## src/rtl/sgw_pkg.sv

```systemverilog
package sgw_pkg;
  localparam int WORD_W   = 32;
  localparam int EOF_BIT  = 26;
  localparam int SOF_BIT  = 27;
  localparam int DONE_BIT = 31;

  localparam logic [7:0] OFS_NEXT = 8'h00;
  localparam logic [7:0] OFS_BUF  = 8'h08;
  localparam logic [7:0] OFS_CTRL = 8'h18;
  localparam logic [7:0] OFS_STAT = 8'h1C;
  localparam logic [7:0] OFS_APP  = 8'h20;

  typedef enum logic [2:0] {
    W_IDLE, W_DESC, W_APP, W_BUF, W_DATA, W_STAT, W_NEXT
  } walk_state_e;

  typedef enum logic [1:0] {
    E_IDLE, E_WAIT, E_SEND
  } emit_state_e;

  // descriptor word fetch order: next, buffer, control, status
  function automatic logic [7:0] desc_word_ofs(input logic [1:0] k);
    case (k)
      2'd0:    return OFS_NEXT;
      2'd1:    return OFS_BUF;
      2'd2:    return OFS_CTRL;
      default: return OFS_STAT;
    endcase
  endfunction
endpackage

```

## src/rtl/sgw_mem_port.sv

```systemverilog
module sgw_mem_port #(
  parameter int AW = 32,
  parameter int DW = 32
) (
  input  logic          clk,
  input  logic          rst,
  input  logic          start_i,
  input  logic          we_i,
  input  logic [AW-1:0] addr_i,
  input  logic [DW-1:0] wdata_i,
  output logic          done_o,
  output logic [DW-1:0] rdata_o,
  output logic          mem_req_o,
  output logic          mem_we_o,
  output logic [AW-1:0] mem_addr_o,
  output logic [DW-1:0] mem_wdata_o,
  input  logic          mem_ack_i,
  input  logic [DW-1:0] mem_rdata_i
);
  logic          req_q, we_q, done_q;
  logic [AW-1:0] addr_q;
  logic [DW-1:0] wdata_q, rdata_q;

  always_ff @(posedge clk) begin
    if (rst) begin
      req_q   <= 1'b0;
      we_q    <= 1'b0;
      done_q  <= 1'b0;
      addr_q  <= '0;
      wdata_q <= '0;
      rdata_q <= '0;
    end else begin
      done_q <= 1'b0;
      if (req_q) begin
        if (mem_ack_i) begin
          req_q  <= 1'b0;
          done_q <= 1'b1;
          if (!we_q) rdata_q <= mem_rdata_i;
        end
      end else if (start_i) begin
        req_q   <= 1'b1;
        we_q    <= we_i;
        addr_q  <= addr_i;
        wdata_q <= wdata_i;
      end
    end
  end

  assign mem_req_o   = req_q;
  assign mem_we_o    = we_q;
  assign mem_addr_o  = addr_q;
  assign mem_wdata_o = wdata_q;
  assign done_o      = done_q;
  assign rdata_o     = rdata_q;
endmodule

```

## src/rtl/sgw_byte_emitter.sv

```systemverilog
module sgw_byte_emitter
  import sgw_pkg::*;
#(
  parameter int LEN_W  = 23,
  parameter int WORD_W_P = 32
) (
  input  logic                        clk,
  input  logic                        rst,
  input  logic                        start_i,
  input  logic [LEN_W-1:0]            len_i,
  input  logic [$clog2(WORD_W_P/8)-1:0] lane_i,
  input  logic                        eof_i,
  input  logic                        word_vld_i,
  input  logic [WORD_W_P-1:0]         word_i,
  output logic                        want_o,
  output logic                        buf_done_o,
  output logic                        m_tvalid_o,
  input  logic                        m_tready_i,
  output logic [7:0]                  m_tdata_o,
  output logic                        m_tlast_o
);
  localparam int LANES  = WORD_W_P / 8;
  localparam int LANE_W = $clog2(LANES);
  localparam logic [LANE_W-1:0] LAST_LANE = LANE_W'(LANES - 1);
  localparam logic [LEN_W-1:0]  ONE = LEN_W'(1);
  localparam logic [LEN_W-1:0]  TWO = LEN_W'(2);

  emit_state_e          st;
  logic [LEN_W-1:0]     rem;
  logic [LANE_W-1:0]    lane;
  logic                 eof_q, want_q, bdone_q, tvalid_q, tlast_q;
  logic [WORD_W_P-1:0]  word_q;
  logic [7:0]           tdata_q;

  always_ff @(posedge clk) begin
    if (rst) begin
      st       <= E_IDLE;
      rem      <= '0;
      lane     <= '0;
      eof_q    <= 1'b0;
      want_q   <= 1'b0;
      bdone_q  <= 1'b0;
      tvalid_q <= 1'b0;
      tlast_q  <= 1'b0;
      word_q   <= '0;
      tdata_q  <= '0;
    end else begin
      want_q  <= 1'b0;
      bdone_q <= 1'b0;
      case (st)
        E_IDLE: if (start_i) begin
          rem   <= len_i;
          lane  <= lane_i;
          eof_q <= eof_i;
          st    <= E_WAIT;
        end
        E_WAIT: if (word_vld_i) begin
          word_q   <= word_i;
          tvalid_q <= 1'b1;
          tdata_q  <= word_i[8*int'(lane) +: 8];
          tlast_q  <= eof_q && (rem == ONE);
          st       <= E_SEND;
        end
        E_SEND: if (m_tready_i) begin
          if (rem == ONE) begin
            tvalid_q <= 1'b0;
            tlast_q  <= 1'b0;
            bdone_q  <= 1'b1;
            st       <= E_IDLE;
          end else if (lane == LAST_LANE) begin
            tvalid_q <= 1'b0;
            tlast_q  <= 1'b0;
            lane     <= '0;
            rem      <= rem - ONE;
            want_q   <= 1'b1;
            st       <= E_WAIT;
          end else begin
            lane    <= lane + LANE_W'(1);
            rem     <= rem - ONE;
            tdata_q <= word_q[8*(int'(lane)+1) +: 8];
            tlast_q <= eof_q && (rem == TWO);
          end
        end
        default: st <= E_IDLE;
      endcase
    end
  end

  assign want_o     = want_q;
  assign buf_done_o = bdone_q;
  assign m_tvalid_o = tvalid_q;
  assign m_tdata_o  = tdata_q;
  assign m_tlast_o  = tlast_q;
endmodule

```

## src/rtl/sgw_tx_walker.sv

```systemverilog
module sgw_tx_walker
  import sgw_pkg::*;
#(
  parameter int LEN_W = 23,
  parameter int APP_N = 6
) (
  input  logic                    clk,
  input  logic                    rst,
  input  logic                    run_i,
  input  logic                    cur_load_i,
  input  logic [WORD_W-1:0]       cur_addr_i,
  input  logic                    tail_load_i,
  input  logic [WORD_W-1:0]       tail_addr_i,
  output logic                    idle_o,
  output logic                    frame_done_o,
  output logic [APP_N*WORD_W-1:0] sideband_o,
  output logic                    mem_req_o,
  output logic                    mem_we_o,
  output logic [WORD_W-1:0]       mem_addr_o,
  output logic [WORD_W-1:0]       mem_wdata_o,
  input  logic                    mem_ack_i,
  input  logic [WORD_W-1:0]       mem_rdata_i,
  output logic                    m_tvalid_o,
  input  logic                    m_tready_i,
  output logic [7:0]              m_tdata_o,
  output logic                    m_tlast_o
);
  localparam int K_W = (APP_N > 4) ? $clog2(APP_N) : 2;
  localparam logic [K_W-1:0] K_DESC_LAST = K_W'(3);
  localparam logic [K_W-1:0] K_APP_LAST  = K_W'(APP_N - 1);
  localparam int PAD_W = WORD_W - 1 - LEN_W;

  walk_state_e       st;
  logic              pend;
  logic [K_W-1:0]    k;
  logic [WORD_W-1:0] cur_q, tail_q, next_q, buf_q, waddr_q;
  logic [LEN_W-1:0]  len_q;
  logic              sof_q, eof_q, idle_q, fdone_q;
  logic [WORD_W-1:0] side_q [APP_N];

  logic              mp_start, mp_we, mp_done;
  logic [WORD_W-1:0] mp_addr, mp_wdata, rd;
  logic              em_start, em_want, em_bdone, em_word_vld;

  always_comb begin
    mp_start = 1'b0;
    mp_we    = 1'b0;
    mp_addr  = cur_q;
    mp_wdata = '0;
    em_start = 1'b0;
    case (st)
      W_DESC: if (!pend) begin
        mp_start = 1'b1;
        mp_addr  = cur_q + WORD_W'(desc_word_ofs(k[1:0]));
      end
      W_APP: if (!pend) begin
        mp_start = 1'b1;
        mp_addr  = cur_q + WORD_W'(OFS_APP) + WORD_W'({k, 2'b00});
      end
      W_BUF: if (len_q != '0) begin
        mp_start = 1'b1;
        mp_addr  = {buf_q[WORD_W-1:2], 2'b00};
        em_start = 1'b1;
      end
      W_DATA: if (em_want) begin
        mp_start = 1'b1;
        mp_addr  = waddr_q + WORD_W'(4);
      end
      W_STAT: if (!pend) begin
        mp_start = 1'b1;
        mp_we    = 1'b1;
        mp_addr  = cur_q + WORD_W'(OFS_STAT);
        mp_wdata = {1'b1, {PAD_W{1'b0}}, len_q};
      end
      default: ;
    endcase
  end

  assign em_word_vld = mp_done && (st == W_DATA);

  always_ff @(posedge clk) begin
    if (rst) begin
      st      <= W_IDLE;
      pend    <= 1'b0;
      k       <= '0;
      cur_q   <= '0;
      tail_q  <= '0;
      next_q  <= '0;
      buf_q   <= '0;
      waddr_q <= '0;
      len_q   <= '0;
      sof_q   <= 1'b0;
      eof_q   <= 1'b0;
      idle_q  <= 1'b1;
      fdone_q <= 1'b0;
      for (int i = 0; i < APP_N; i++) side_q[i] <= '0;
    end else begin
      fdone_q <= 1'b0;
      if (mp_done) pend <= 1'b0;
      else if (mp_start) pend <= 1'b1;

      case (st)
        W_IDLE: if (run_i && !idle_q) begin
          st <= W_DESC;
          k  <= '0;
        end
        W_DESC: if (mp_done) begin
          case (k[1:0])
            2'd0: next_q <= rd;
            2'd1: buf_q  <= rd;
            2'd2: begin
              len_q <= rd[LEN_W-1:0];
              eof_q <= rd[EOF_BIT];
              sof_q <= rd[SOF_BIT];
            end
            default: ;
          endcase
          if (k == K_DESC_LAST) begin
            k <= '0;
            if (rd[DONE_BIT]) begin
              idle_q <= 1'b1;
              st     <= W_IDLE;
            end else if (sof_q) begin
              st <= W_APP;
            end else begin
              st <= W_BUF;
            end
          end else begin
            k <= k + K_W'(1);
          end
        end
        W_APP: if (mp_done) begin
          side_q[k] <= rd;
          if (k == K_APP_LAST) begin
            k  <= '0;
            st <= W_BUF;
          end else begin
            k <= k + K_W'(1);
          end
        end
        W_BUF: begin
          if (len_q == '0) st <= W_STAT;
          else begin
            waddr_q <= {buf_q[WORD_W-1:2], 2'b00};
            st      <= W_DATA;
          end
        end
        W_DATA: begin
          if (em_want) waddr_q <= waddr_q + WORD_W'(4);
          if (em_bdone) st <= W_STAT;
        end
        W_STAT: if (mp_done) begin
          if (eof_q) fdone_q <= 1'b1;
          st <= W_NEXT;
        end
        W_NEXT: begin
          cur_q <= next_q;
          if (cur_q == tail_q) idle_q <= 1'b1;
          st <= W_IDLE;
        end
        default: st <= W_IDLE;
      endcase

      if (cur_load_i && (st == W_IDLE)) cur_q <= cur_addr_i;
      if (tail_load_i) begin
        tail_q <= tail_addr_i;
        idle_q <= 1'b0;
      end
    end
  end

  sgw_mem_port #(.AW(WORD_W), .DW(WORD_W)) u_port (
    .clk         (clk),
    .rst         (rst),
    .start_i     (mp_start),
    .we_i        (mp_we),
    .addr_i      (mp_addr),
    .wdata_i     (mp_wdata),
    .done_o      (mp_done),
    .rdata_o     (rd),
    .mem_req_o   (mem_req_o),
    .mem_we_o    (mem_we_o),
    .mem_addr_o  (mem_addr_o),
    .mem_wdata_o (mem_wdata_o),
    .mem_ack_i   (mem_ack_i),
    .mem_rdata_i (mem_rdata_i)
  );

  sgw_byte_emitter #(.LEN_W(LEN_W), .WORD_W_P(WORD_W)) u_emit (
    .clk        (clk),
    .rst        (rst),
    .start_i    (em_start),
    .len_i      (len_q),
    .lane_i     (buf_q[1:0]),
    .eof_i      (eof_q),
    .word_vld_i (em_word_vld),
    .word_i     (rd),
    .want_o     (em_want),
    .buf_done_o (em_bdone),
    .m_tvalid_o (m_tvalid_o),
    .m_tready_i (m_tready_i),
    .m_tdata_o  (m_tdata_o),
    .m_tlast_o  (m_tlast_o)
  );

  for (genvar g = 0; g < APP_N; g++) begin : g_side
    assign sideband_o[g*WORD_W +: WORD_W] = side_q[g];
  end

  assign idle_o       = idle_q;
  assign frame_done_o = fdone_q;
endmodule

```

## config.mk

```make
export PLATFORM = sky130hd
export DESIGN_NAME = sgw_tx_walker
export DESIGN_NICKNAME = d
export VERILOG_FILES = /design/src/rtl/sgw_pkg.sv /design/src/rtl/sgw_mem_port.sv /design/src/rtl/sgw_byte_emitter.sv /design/src/rtl/sgw_tx_walker.sv
export SDC_FILE = /design/constraint.sdc
export NUM_CORES = 1
export LEC_CHECK = 0
export BUFFER_PORTS_ARGS = -buffer_cell sky130_fd_sc_hd__buf_4
export CAP_MARGIN = 20
export CORE_MARGIN = 2
export CORE_UTILIZATION = 52
export DETAILED_ROUTE_END_ITERATION = 10
export PLACE_DENSITY = 0.77
export SYNTH_ARGS = -nofsm -noshare
export SYNTH_HDL_FRONTEND = slang
export SYNTH_HIERARCHICAL = 1
export SYNTH_SLANG_ARGS = --single-unit
export TNS_END_PERCENT = 100
```

## constraint.sdc

```tcl
create_clock -name clk -period 2.8 [get_ports clk]
set_input_delay 0.28 -clock clk [delete_from_list [all_inputs] [get_ports clk]]
set_output_delay 0.28 -clock clk [all_outputs]
set_load 0.03 [all_outputs]
```

==> key figures <==
STA
  – Tmin final: 2.75 ns
  – Measured slew at the worst slew-check pin: 1.20 ns
  – Setup ws final: approximately 0.048 ns
  – # setup viols final: 0
  – RSZ-0062 raised after global routing: yes
  – Max-Slew Margin vs Limit: 0.197
  – Worst Skew: around 0.047 ns
  – Fmax: around 0.36 GHz
  – Tcrit/Tclk final: 0.983
  – Final Hold Viols: 0
  – Max Slew Vio Count: 0

Power
  – Worst vdd ir: 579 uV
  – Total Power: about 23 mW
  – P_leak: 12.8 nW
  – Power density cells: around 690 nW/um^2

Min path
  – Worst Hold Endpoint: cur_q[30]
  – Min-Delay Path Depth: 3
  – Hold path startpoint: cur_addr_i[30]
  – Worst hold path type: input port to flop

Flow run
  – Max_cap viols: 0

Detailed routing
  – Vias/cell: between 6 and 7
  – Wirelength per Cell: around 25 microns
  – TritonRoute pass-1 iters: 6
  – DR iter-0 viols: roughly 3.3k
  – Post-route ant nets: 0
  – Final WL: 101 mm
  – Residual DRC: 0
  – Via count: roughly 25k

Finish
  – Layout area overhead: 30.7%
  – Nets@finish: 3,519
  – Most frequent cells in the layout: nand2_1, buf_4, dfxtp_1
  – Share of layout cells above drive strength 1: 0.220
  – Most common cell after layout, fill and taps aside: nand2_1

Floorplanning
  – Initial Util: 0.526
  – Die Y: approximately 220 microns
  – Die area: about 50,000 sq um
  – Core Box Area: ~48,000 sq um
  – Die width: 223 microns
  – Row Count: 80
  – I/O pin count: 373

Placement
  – Post-DP HPWL: approximately 71 mm
  – Final RePlAce weighted congestion: ~0.95
  – IO buf count: roughly 370
  – Post-Place Setup Slack: -0.143 ns

GRT
  – Total global-route track usage: 0.394
  – First-pass GRT wire length: ~150 mm
  – Vias in the first global route: 23.6k
  – Initial antenna violation count: 6
  – Largest net degree at the start of global routing: 211
  – Remaining global-route overflow: 0

Clocking
  – CTS max path bufs: 3
  – CTS tree: built
  – Clock sink count: approximately 550
  – Latest clock arrival within the worst-skew pair: around 0.65 ns
  – Htree depth: 2
  – CTS root buf: clkbuf_16
  – CTS Buf Count: 55
  – Worst-path clk slew: approximately 0.070 ns

Synthesis
  – Seq cells post-synth: roughly 550
  – Synth top area share: 0.284
  – Async S/R FF share, synth: 0
  – Main synth FF type: dfxtp_1
  – Number of enable flip-flop cells after synthesis: ~190
  – Sequential area share after synthesis: 0.514
  – Post-synthesis mux area share: 0.0264
  – Post-synth cell types: 85
  – Simple-gate area share of the yosys netlist: 0.223
  – Post-synthesis cell area: approximately 25,000 sq um
  – Adder-cell share of the synthesized area: 0.0106
  – Synth area leader: dfxtp_1
  – Main combinational cell family by area after synthesis: simple AND/OR/NAND/NOR gates
  – Syn Area/Cell: 8.75 sq um
  – Xor and xnor area share after synthesis: 0.0234
  – Synth Area in Compound Gates: 0.154
  – Post-Syn Instances: approximately 2.9k
  – Ys Warns: 6
  – Synth top area cells: dfxtp_1, edfxtp_1, nand2_1

Critical path
  – Register-to-Register Path Depth: 9
  – Arrival @ worst endpoint: between 3 and 4 ns
  – Critical path fanouts, max: 11
  – FF-to-FF setup slack: 0.05 ns
  – CP Launch Type: flop
  – Worst Path Required: between 3 and 4 ns
  – Critical path endpoint category: flop
  – Worst flop-to-flop path startpoint: st[1]
  – Setup CP Type: flop to flop
  – FF-to-FF End: u_port/mem_addr_o[17]

Outcome
  – Status: finished clean
## how the worst max path moves through the flow
stage                     startpoint                     to  slack (ns)  cells past startpoint
after CTS                       k[0]  u_port/mem_addr_o[13]       -0.02                     15
after detailed placement        k[0]  u_port/mem_addr_o[20]       -0.14                     13
after global placement          k[0]  u_port/mem_addr_o[20]       -0.12                     13
final                          st[1]  u_port/mem_addr_o[17]        0.05                      9
after floorplan                 k[0]  u_port/mem_addr_o[25]        0.02                     12
after global routing            k[0]  u_port/mem_addr_o[15]       -0.06                     16
## power breakdown
part	internal, mW	switching, mW	leakage, nW
registers	8.64	0.510	4.86
clock network	4.85	3.33	0.977
logic	1.95	3.47	6.92
total	15.4	7.31	12.8
## metrics by stage
stage / instances / area [sq um] / util / setup TNS (ns) / hold slack (ns)
after floorplan: 2869 / 25100 / - / 0 / 0.389
after global placement: 3844 / 29400 / 0.618 / -0.381 / 0.441
after detailed placement: 3845 / 29500 / 0.618 / -1.11 / 0.447
after CTS: 4046 / 32500 / 0.682 / -0.0213 / 0.00237
after global routing: 4059 / 32700 / 0.687 / -0.0655 / 0.0345
final: 4062 / 32700 / 0.687 / 0 / 0.0159
## area by class of cell
class                      instances  area [sq um]
sequential                       547         12900
fill                            3619         14900
clock inverter                    26           459
inverter                          55           209
antenna                            6          15.0
timing repair buffer             693          5620
multi-input combinational       2044         11200
clock buffer                      76          1560
tap                              615           769
## state kept, by name, summed over array words and instances, names as in the netlist, 24 cells and up
signal / count
u_port/mem_wdata_o: 32
cur_q: 32
buf_q: 32
tail_q: 32
u_port/rdata_o: 32
waddr_q: 30
u_emit/word_q: 24
next_q: 32
side_q: 192
u_port/mem_addr_o: 32
## cell families after synthesis
kind of cell	after synthesis
buffers and inverters	278
adder cells (fa/ha/maj)	20
AND/OR/NAND/NOR	1276
AO/OA/AOI/OAI	617
other	1
flip-flops	547
XOR/XNOR	67
multiplexers	56
## critical path, stage by stage (launching register included)
cell	delay (ns)
dfxtp_1	0.49
buf_4	0.23
or3b_1	0.56
nand2_1	0.17
a21oi_1	0.10
inv_1	0.13
nor2b_4	0.46
buf_4	0.24
nand2_1	0.06
a21oi_1	0.15
## cell usage after synthesis (36+ instances only)
cell type / count
inv_1: 55
o21ai_0: 69
edfxtp_1: 192
nand3_1: 63
nor2_1: 327
xor2_1: 41
dfxtp_1: 355
nand2_1: 646
nand4_1: 36
mux2i_1: 48
a21oi_1: 305
clkbuf_1: 161
a311oi_1: 37
## per-layer routing
layer,GRT usage,share of wire,vias to the layer above
li1,-,-,11000
met1,0.522,0.38,12000
met2,0.615,0.46,1662
met3,0.0802,0.11,321
met4,0.198,0.053,4
met5,0,0.00060,-
## timing repair
action	in CTS	in global routing
hold buffers	99	0
pin swaps	1	10
endpoints found under the setup margin	23	50
buffers inserted	0	10
hold endpoints to repair	103	0
gates resized for setup	8	35
(Power assumes the default switching activity.)
